===== src/rtl/rxf_pkg.sv =====
// Shared constants and the byte-wide CRC step used by the address filter.
// Assumes the reflected CRC-32 form with bytes entering LSB first.
package rxf_pkg;

    localparam logic [31:0] CRC_POLY_REFL = 32'hEDB8_8320;
    localparam logic [31:0] CRC_SEED      = 32'hFFFF_FFFF;

    // Advance the CRC register over one byte, least significant bit first.
    function automatic logic [31:0] crc_step_byte(input logic [31:0] crc_in,
                                                  input logic [7:0]  data);
        logic [31:0] c;
        logic        fb;
        c = crc_in;
        for (int i = 0; i < 8; i++) begin
            fb = c[0] ^ data[i];
            c  = c >> 1;
            if (fb) c = c ^ CRC_POLY_REFL;
        end
        return c;
    endfunction

endpackage


===== src/rtl/rxf_byte_track.sv =====
// Counts the destination-address bytes of the current frame.
// Assumes a frame opens with rx_vld & rx_sof; until then, stray bytes are ignored.
module rxf_byte_track #(
    parameter int ADDR_BYTES = 6,
    localparam int IW = $clog2(ADDR_BYTES + 1)
) (
    input  logic          clk,
    input  logic          rst_n,
    input  logic          rx_vld,
    input  logic          rx_sof,
    output logic          frame_start,
    output logic          take,
    output logic          last,
    output logic [IW-1:0] idx
);

    localparam logic [IW-1:0] IDLE_CNT = IW'(ADDR_BYTES);
    localparam logic [IW-1:0] LAST_IDX = IW'(ADDR_BYTES - 1);

    logic [IW-1:0] cnt_q;

    // Classify the current byte: frame start, address byte, last address byte.
    always_comb begin
        frame_start = rx_vld & rx_sof;
        take        = rx_vld & (rx_sof | (cnt_q < IDLE_CNT));
        idx         = rx_sof ? '0 : cnt_q;
        last        = take & (idx == LAST_IDX);
    end

    // Count taken address bytes; parks at IDLE_CNT until the next frame start.
    always_ff @(posedge clk) begin
        if (!rst_n)           cnt_q <= IDLE_CNT;
        else if (frame_start) cnt_q <= IW'(1);
        else if (take)        cnt_q <= cnt_q + IW'(1);
    end

    p_cnt_bound_r2: assert property (@(posedge clk) disable iff (!rst_n)
        cnt_q <= IDLE_CNT);
    p_restart_r11: assert property (@(posedge clk) disable iff (!rst_n)
        frame_start |=> (cnt_q == IW'(1)));

endmodule


===== src/rtl/rxf_crc_hash.sv =====
// Runs the CRC over the address bytes and looks up the hash bin of the
// running result, combinationally, so the bin is known in the last-byte cycle.
// Assumes the table is the two hash registers concatenated {hi, lo}.
module rxf_crc_hash #(
    parameter int HASH_BITS = 6,
    localparam int TBL_SZ = 1 << HASH_BITS
) (
    input  logic              clk,
    input  logic              rst_n,
    input  logic              first,
    input  logic              take,
    input  logic [7:0]        rx_byte,
    input  logic [TBL_SZ-1:0] hash_tbl,
    output logic              hash_hit
);

    import rxf_pkg::*;

    logic [31:0]          crc_q;
    logic [31:0]          crc_next;
    logic [HASH_BITS-1:0] bin;

    // Next CRC value: restart from the seed on the first byte of a frame.
    always_comb begin
        crc_next = crc_step_byte(first ? CRC_SEED : crc_q, rx_byte);
        bin      = crc_next[31 -: HASH_BITS];
        hash_hit = hash_tbl[bin];
    end

    // Hold the running CRC between address bytes.
    always_ff @(posedge clk) begin
        if (!rst_n)    crc_q <= CRC_SEED;
        else if (take) crc_q <= crc_next;
    end

    p_crc_idle_r7: assert property (@(posedge clk) disable iff (!rst_n)
        !take |=> $stable(crc_q));

endmodule


===== src/rtl/rxf_addr_cmp.sv =====
// Tracks, byte by byte, whether the destination still equals the station
// address, whether it is still all ones, and whether it is a group address.
// Outputs are the flag values including the current byte.
module rxf_addr_cmp #(
    parameter int ADDR_BYTES = 6,
    localparam int IW = $clog2(ADDR_BYTES + 1),
    localparam int AW = 8 * ADDR_BYTES
) (
    input  logic          clk,
    input  logic          rst_n,
    input  logic          first,
    input  logic          take,
    input  logic [IW-1:0] idx,
    input  logic [7:0]    rx_byte,
    input  logic [AW-1:0] sta_addr,
    output logic          eq_next,
    output logic          ones_next,
    output logic          grp_next
);

    logic [ADDR_BYTES-1:0] byte_eq;
    logic                  eq_q, ones_q, grp_q;

    // One comparator per station byte; byte 0 occupies the top bits.
    for (genvar k = 0; k < ADDR_BYTES; k++) begin : g_cmp
        assign byte_eq[k] = (rx_byte == sta_addr[AW-1-8*k -: 8]);
    end

    // Fold the current byte into the running flags.
    always_comb begin
        eq_next   = (first | eq_q) & byte_eq[idx];
        ones_next = (first | ones_q) & (rx_byte == 8'hFF);
        grp_next  = first ? rx_byte[0] : grp_q;
    end

    // Register the running flags on each address byte.
    always_ff @(posedge clk) begin
        if (!rst_n) begin
            eq_q   <= 1'b0;
            ones_q <= 1'b0;
            grp_q  <= 1'b0;
        end else if (take) begin
            eq_q   <= eq_next;
            ones_q <= ones_next;
            grp_q  <= grp_next;
        end
    end

    p_flags_idle_r2: assert property (@(posedge clk) disable iff (!rst_n)
        !take |=> ($stable(eq_q) && $stable(ones_q) && $stable(grp_q)));

endmodule


===== src/rtl/rx_addr_filter.sv =====
// Receive destination address filter. Issues a registered keep/drop verdict
// one cycle after the sixth destination byte and holds it until the next frame.
// Assumes a byte-wide receive stream with a start-of-frame marker.
module rx_addr_filter #(
    parameter int ADDR_BYTES = 6,
    parameter int HASH_BITS  = 6,
    localparam int IW     = $clog2(ADDR_BYTES + 1),
    localparam int TBL_SZ = 1 << HASH_BITS,
    localparam int HALF   = TBL_SZ / 2
) (
    input  logic            clk,
    input  logic            rst_n,
    input  logic            rx_vld,
    input  logic            rx_sof,
    input  logic [7:0]      rx_byte,
    input  logic [31:0]     sta_addr_lo,
    input  logic [15:0]     sta_addr_hi,
    input  logic [HALF-1:0] hash_tbl_lo,
    input  logic [HALF-1:0] hash_tbl_hi,
    input  logic            cfg_promisc,
    input  logic            cfg_bcast_ok,
    input  logic            cfg_uni_hash,
    output logic            dec_valid,
    output logic            dec_accept
);

    logic          frame_start, take, last;
    logic [IW-1:0] idx;
    logic          hash_hit, eq_next, ones_next, grp_next;
    logic          verdict;

    rxf_byte_track #(.ADDR_BYTES(ADDR_BYTES)) u_track (
        .clk(clk), .rst_n(rst_n), .rx_vld(rx_vld), .rx_sof(rx_sof),
        .frame_start(frame_start), .take(take), .last(last), .idx(idx)
    );

    rxf_crc_hash #(.HASH_BITS(HASH_BITS)) u_crc (
        .clk(clk), .rst_n(rst_n), .first(frame_start), .take(take),
        .rx_byte(rx_byte), .hash_tbl({hash_tbl_hi, hash_tbl_lo}),
        .hash_hit(hash_hit)
    );

    rxf_addr_cmp #(.ADDR_BYTES(ADDR_BYTES)) u_cmp (
        .clk(clk), .rst_n(rst_n), .first(frame_start), .take(take),
        .idx(idx), .rx_byte(rx_byte),
        .sta_addr({sta_addr_hi, sta_addr_lo}),
        .eq_next(eq_next), .ones_next(ones_next), .grp_next(grp_next)
    );

    // Combine the address class with the mode bits into a keep/drop verdict.
    always_comb begin
        if (cfg_promisc)    verdict = 1'b1;
        else if (ones_next) verdict = cfg_bcast_ok;
        else if (grp_next)  verdict = hash_hit;
        else                verdict = eq_next | (cfg_uni_hash & hash_hit);
    end

    // Capture the verdict on the last address byte; clear it at a frame start.
    always_ff @(posedge clk) begin
        if (!rst_n) begin
            dec_valid  <= 1'b0;
            dec_accept <= 1'b0;
        end else if (last) begin
            dec_valid  <= 1'b1;
            dec_accept <= verdict;
        end else if (frame_start) begin
            dec_valid  <= 1'b0;
            dec_accept <= 1'b0;
        end
    end

    p_hold_r3: assert property (@(posedge clk) disable iff (!rst_n)
        (dec_valid && !frame_start) |=> (dec_valid && $stable(dec_accept)));
    p_clear_r3: assert property (@(posedge clk) disable iff (!rst_n)
        (frame_start && !last) |=> (!dec_valid && !dec_accept));
    p_rise_r2: assert property (@(posedge clk) disable iff (!rst_n)
        $rose(dec_valid) |-> $past(rx_vld));
    p_promisc_r10: assert property (@(posedge clk) disable iff (!rst_n)
        (last && cfg_promisc) |=> dec_accept);
    p_bcast_off_r6: assert property (@(posedge clk) disable iff (!rst_n)
        (last && ones_next && !cfg_promisc && !cfg_bcast_ok) |=> !dec_accept);
    p_accept_valid_r1: assert property (@(posedge clk) disable iff (!rst_n)
        dec_accept |-> dec_valid);

endmodule


===== config.mk =====
export PLATFORM = sky130hd
export DESIGN_NAME = rx_addr_filter
export DESIGN_NICKNAME = d
export VERILOG_FILES = /design/src/rtl/rxf_pkg.sv /design/src/rtl/rxf_byte_track.sv /design/src/rtl/rxf_crc_hash.sv /design/src/rtl/rxf_addr_cmp.sv /design/src/rtl/rx_addr_filter.sv
export SDC_FILE = /design/constraint.sdc
export NUM_CORES = 1
export LEC_CHECK = 0
export BUFFER_PORTS_ARGS = -buffer_cell sky130_fd_sc_hd__buf_2
export CAP_MARGIN = 10
export CORE_MARGIN = 4
export CORE_UTILIZATION = 41
export DETAILED_ROUTE_END_ITERATION = 10
export PLACE_DENSITY = 0.67
export SYNTH_ARGS = -nofsm -noshare
export SYNTH_HDL_FRONTEND = slang
export SYNTH_SLANG_ARGS = --single-unit

===== constraint.sdc =====
create_clock -name clk -period 9.56 [get_ports clk]
set_clock_uncertainty 0.1 [all_clocks]
set_input_delay 2.868 -clock clk [delete_from_list [all_inputs] [get_ports clk]]
set_output_delay 2.868 -clock clk [all_outputs]
set_load 0.01 [all_outputs]

==> run summary <==
Die area -> 11,000 sq um
Yosys cell types -> 57
Area of the multi-input gates -> 2830 sq um
Power Dens Cells -> 224 nW/um^2
CTS Hold Bufs -> 0
Peak Freq -> 160 MHz
IO buf count -> 128
Critical Path Start Type -> input port
Die W -> 105 um
Post-CTS Resized -> 0
Outcome -> complete, no violations
Clock slew seen by the registers of the worst setup and hold paths -> 0.08 ns
Fin crit period -> 6.25 ns
Clk buf depth -> 2
Core area -> 9150 sq um
Vias per cell -> 5.23
Yosys top cell area share -> 20.9%
CTS buffer count -> 5
Vias in the first global route -> 3,581
Critical path arrival -> 6.33 ns
Global route overflow -> 0
# setup viols final -> 0
Syn Std Cell Area -> 3830 sq um
GRT Overall Usage -> 18.5%
First-pass GRT wire length -> 16,700 um
Register area share after synthesis -> 20.9%
Top cells by count, synth -> xnor2_1 (84), nand2_1 (54), xor2_1 (41)
R2R setup slack -> 5.96 ns
First-pass DRT Iterations -> 4
Placement Cell Area -> 4430 sq um
HP Class -> flop to flop
Post-CTS Setup Bufs -> 0
RSZ-0062 raised after global routing -> false
H-tree levels -> 2
Syn Area/Cell -> 8.89 sq um
Synth async-reset ratio -> 0%
Cell Rows -> 35
Layout area overhead -> 18.1%
# nets final -> 665
Largest net degree at the start of global routing -> 65
Fin. Hold Viols -> 0
Synth Register Bits -> 40
Critical path class -> input port to flop
Root buffer cell -> clkbuf_8
Share of cells above drive strength 1 -> 30.9%
Initial DRC count -> 160
Leading area contributor after synthesis -> dfxtp_1
P_leak -> 1.92 nW
Design area -> 4520 sq um
Fin crit share -> 65.4%
Tot Pwr -> 1.01 mW
Final GP Congestion -> 0.863
# fillers -> 889
Via count -> 3,393
Syn_nets -> 559
Initial core utilization -> 41.9%
Cells taking the most area after synthesis -> dfxtp_1 (21%), xnor2_1 (19%), xor2_1 (9.4%)
Fin. max-slew vios -> 0
DP HPWL -> 7810 um
Setup TNS -> 0 ns
EDFF count, synth -> 0
Actual slew at the worst max-slew pin -> 0.976 ns
Initial antenna violation count -> 0
Crit. End Element -> flop
Most common cell in the netlist -> xnor2_1
Routed Antenna Nets -> 0
IR drop worst, VDD -> 0.117 mV
DIE HEIGHT -> 105 um
Ant. Diodes -> 0
DR WL/cell -> 15.7 um
WHS -> 0.361 ns
DR DRC count -> 0
Clk sinks -> 40
Clk Latency, worst-skew pair -> 0.30 ns
Final WL -> 10,200 um
Register area -> 801 sq um
Slew margin rel. -> 34.4%
CTS tree -> yes
CP max FO -> 32
Ys flop type -> dfxtp_1
I/O pins -> 129
Maximum capacitance violations -> 0
Ys Warns -> 0
Critical path required time -> 9.64 ns
Cells after synthesis -> 431
## worst paths after layout
check,startpoint,end,depth (start not counted)
worst min register to register,u_cmp.ones_q,u_cmp.ones_q,2
worst max register to register,u_crc.crc_q[1],dec_accept,9
worst min-delay path,u_cmp.ones_q,u_cmp.ones_q,2
worst max-delay path,rx_sof,dec_accept,10
## layer usage
| layer | track usage [%] | up-vias | share of wire, % |
|---|---|---|---|
| met1 | 22.7 | 1584 | 41 |
| li1 | - | 1694 | - |
| met4 | 5.34 | 0 | 1.7 |
| met3 | 3.27 | 14 | 5.2 |
| met2 | 32.9 | 101 | 52 |
| met5 | 0 | - | 0 |
## power by group
group	leakage, nW	switching [mW]	internal, mW
registers	0.332	0.0224	0.194
clock network	0.0510	0.0616	0.0577
logic	1.54	0.336	0.342
## logic make-up after synthesis
kind of cell               after synthesis  share of synthesized area [%]
xor gates and xnor gates               138                           35.1
buffers and inverters                   33                           5.26
DFF                                     40                           20.9
AOI/OAI and AO/OA                       56                           11.0
adders and majority gates                1                          0.327
muxes                                   23                           10.2
and+or+nand+nor                        140                           17.2
## worst max-delay path: stages
cell and delay [ns]:
buf_2 0.23, and2_4 0.45, nor2_1 0.14, xnor2_2 0.60, xnor3_2 0.81, mux4_1 0.62, a211oi_1 0.21, o22ai_1 0.12
o2111ai_1 0.15, o41ai_2 0.11
## sequential cells by signal, indices dropped and copies added (netlist names)
name           count
u_track.cnt_q      3
dec_valid          1
u_cmp.ones_q       1
u_crc.crc_q       32
dec_accept         1
u_cmp.eq_q         1
u_cmp.grp_q        1
## area by class of cell
class / instances / share of cell area (%)
Multi-Input combinational cell: 358 / 62.5
Inverter: 2 / 0.166
Tap cell: 111 / 3.07
Clock inverter: 2 / 0.221
Sequential cell: 40 / 17.7
Timing Repair Buffer: 130 / 14.5
Clock buffer: 6 / 1.83
## through the flow
stage / util [%] / std cells / setup WS [ns]
2_1_floorplan: - / 431 / 4.12
3_3_place_gp: 48.4 / 641 / 3.06
3_5_place_dp: 48.4 / 641 / 2.98
4_1_cts: 49.4 / 649 / 3.27
5_1_grt: 49.4 / 649 / 2.99
6_report: 49.4 / 649 / 3.31
## cell usage in the layout, fill, tap and decap left out, types with 4 or more instances in the layout
master	Yosys	layout
xnor2_2	5	5
mux4_2	5	5
xnor2_1	84	84
buf_2	6	128
nand2_1	54	54
nor2b_1	4	4
nand4_1	9	9
nor3_1	5	5
nor4_1	6	6
dfxtp_1	40	40
clkbuf_8	0	6
xor2_1	41	41
nand3_1	14	14
mux4_1	5	5
a21oi_1	8	8
nor2_1	34	34
mux2i_1	5	5
o211ai_1	29	29
Power figures use the tool's default switching activity.
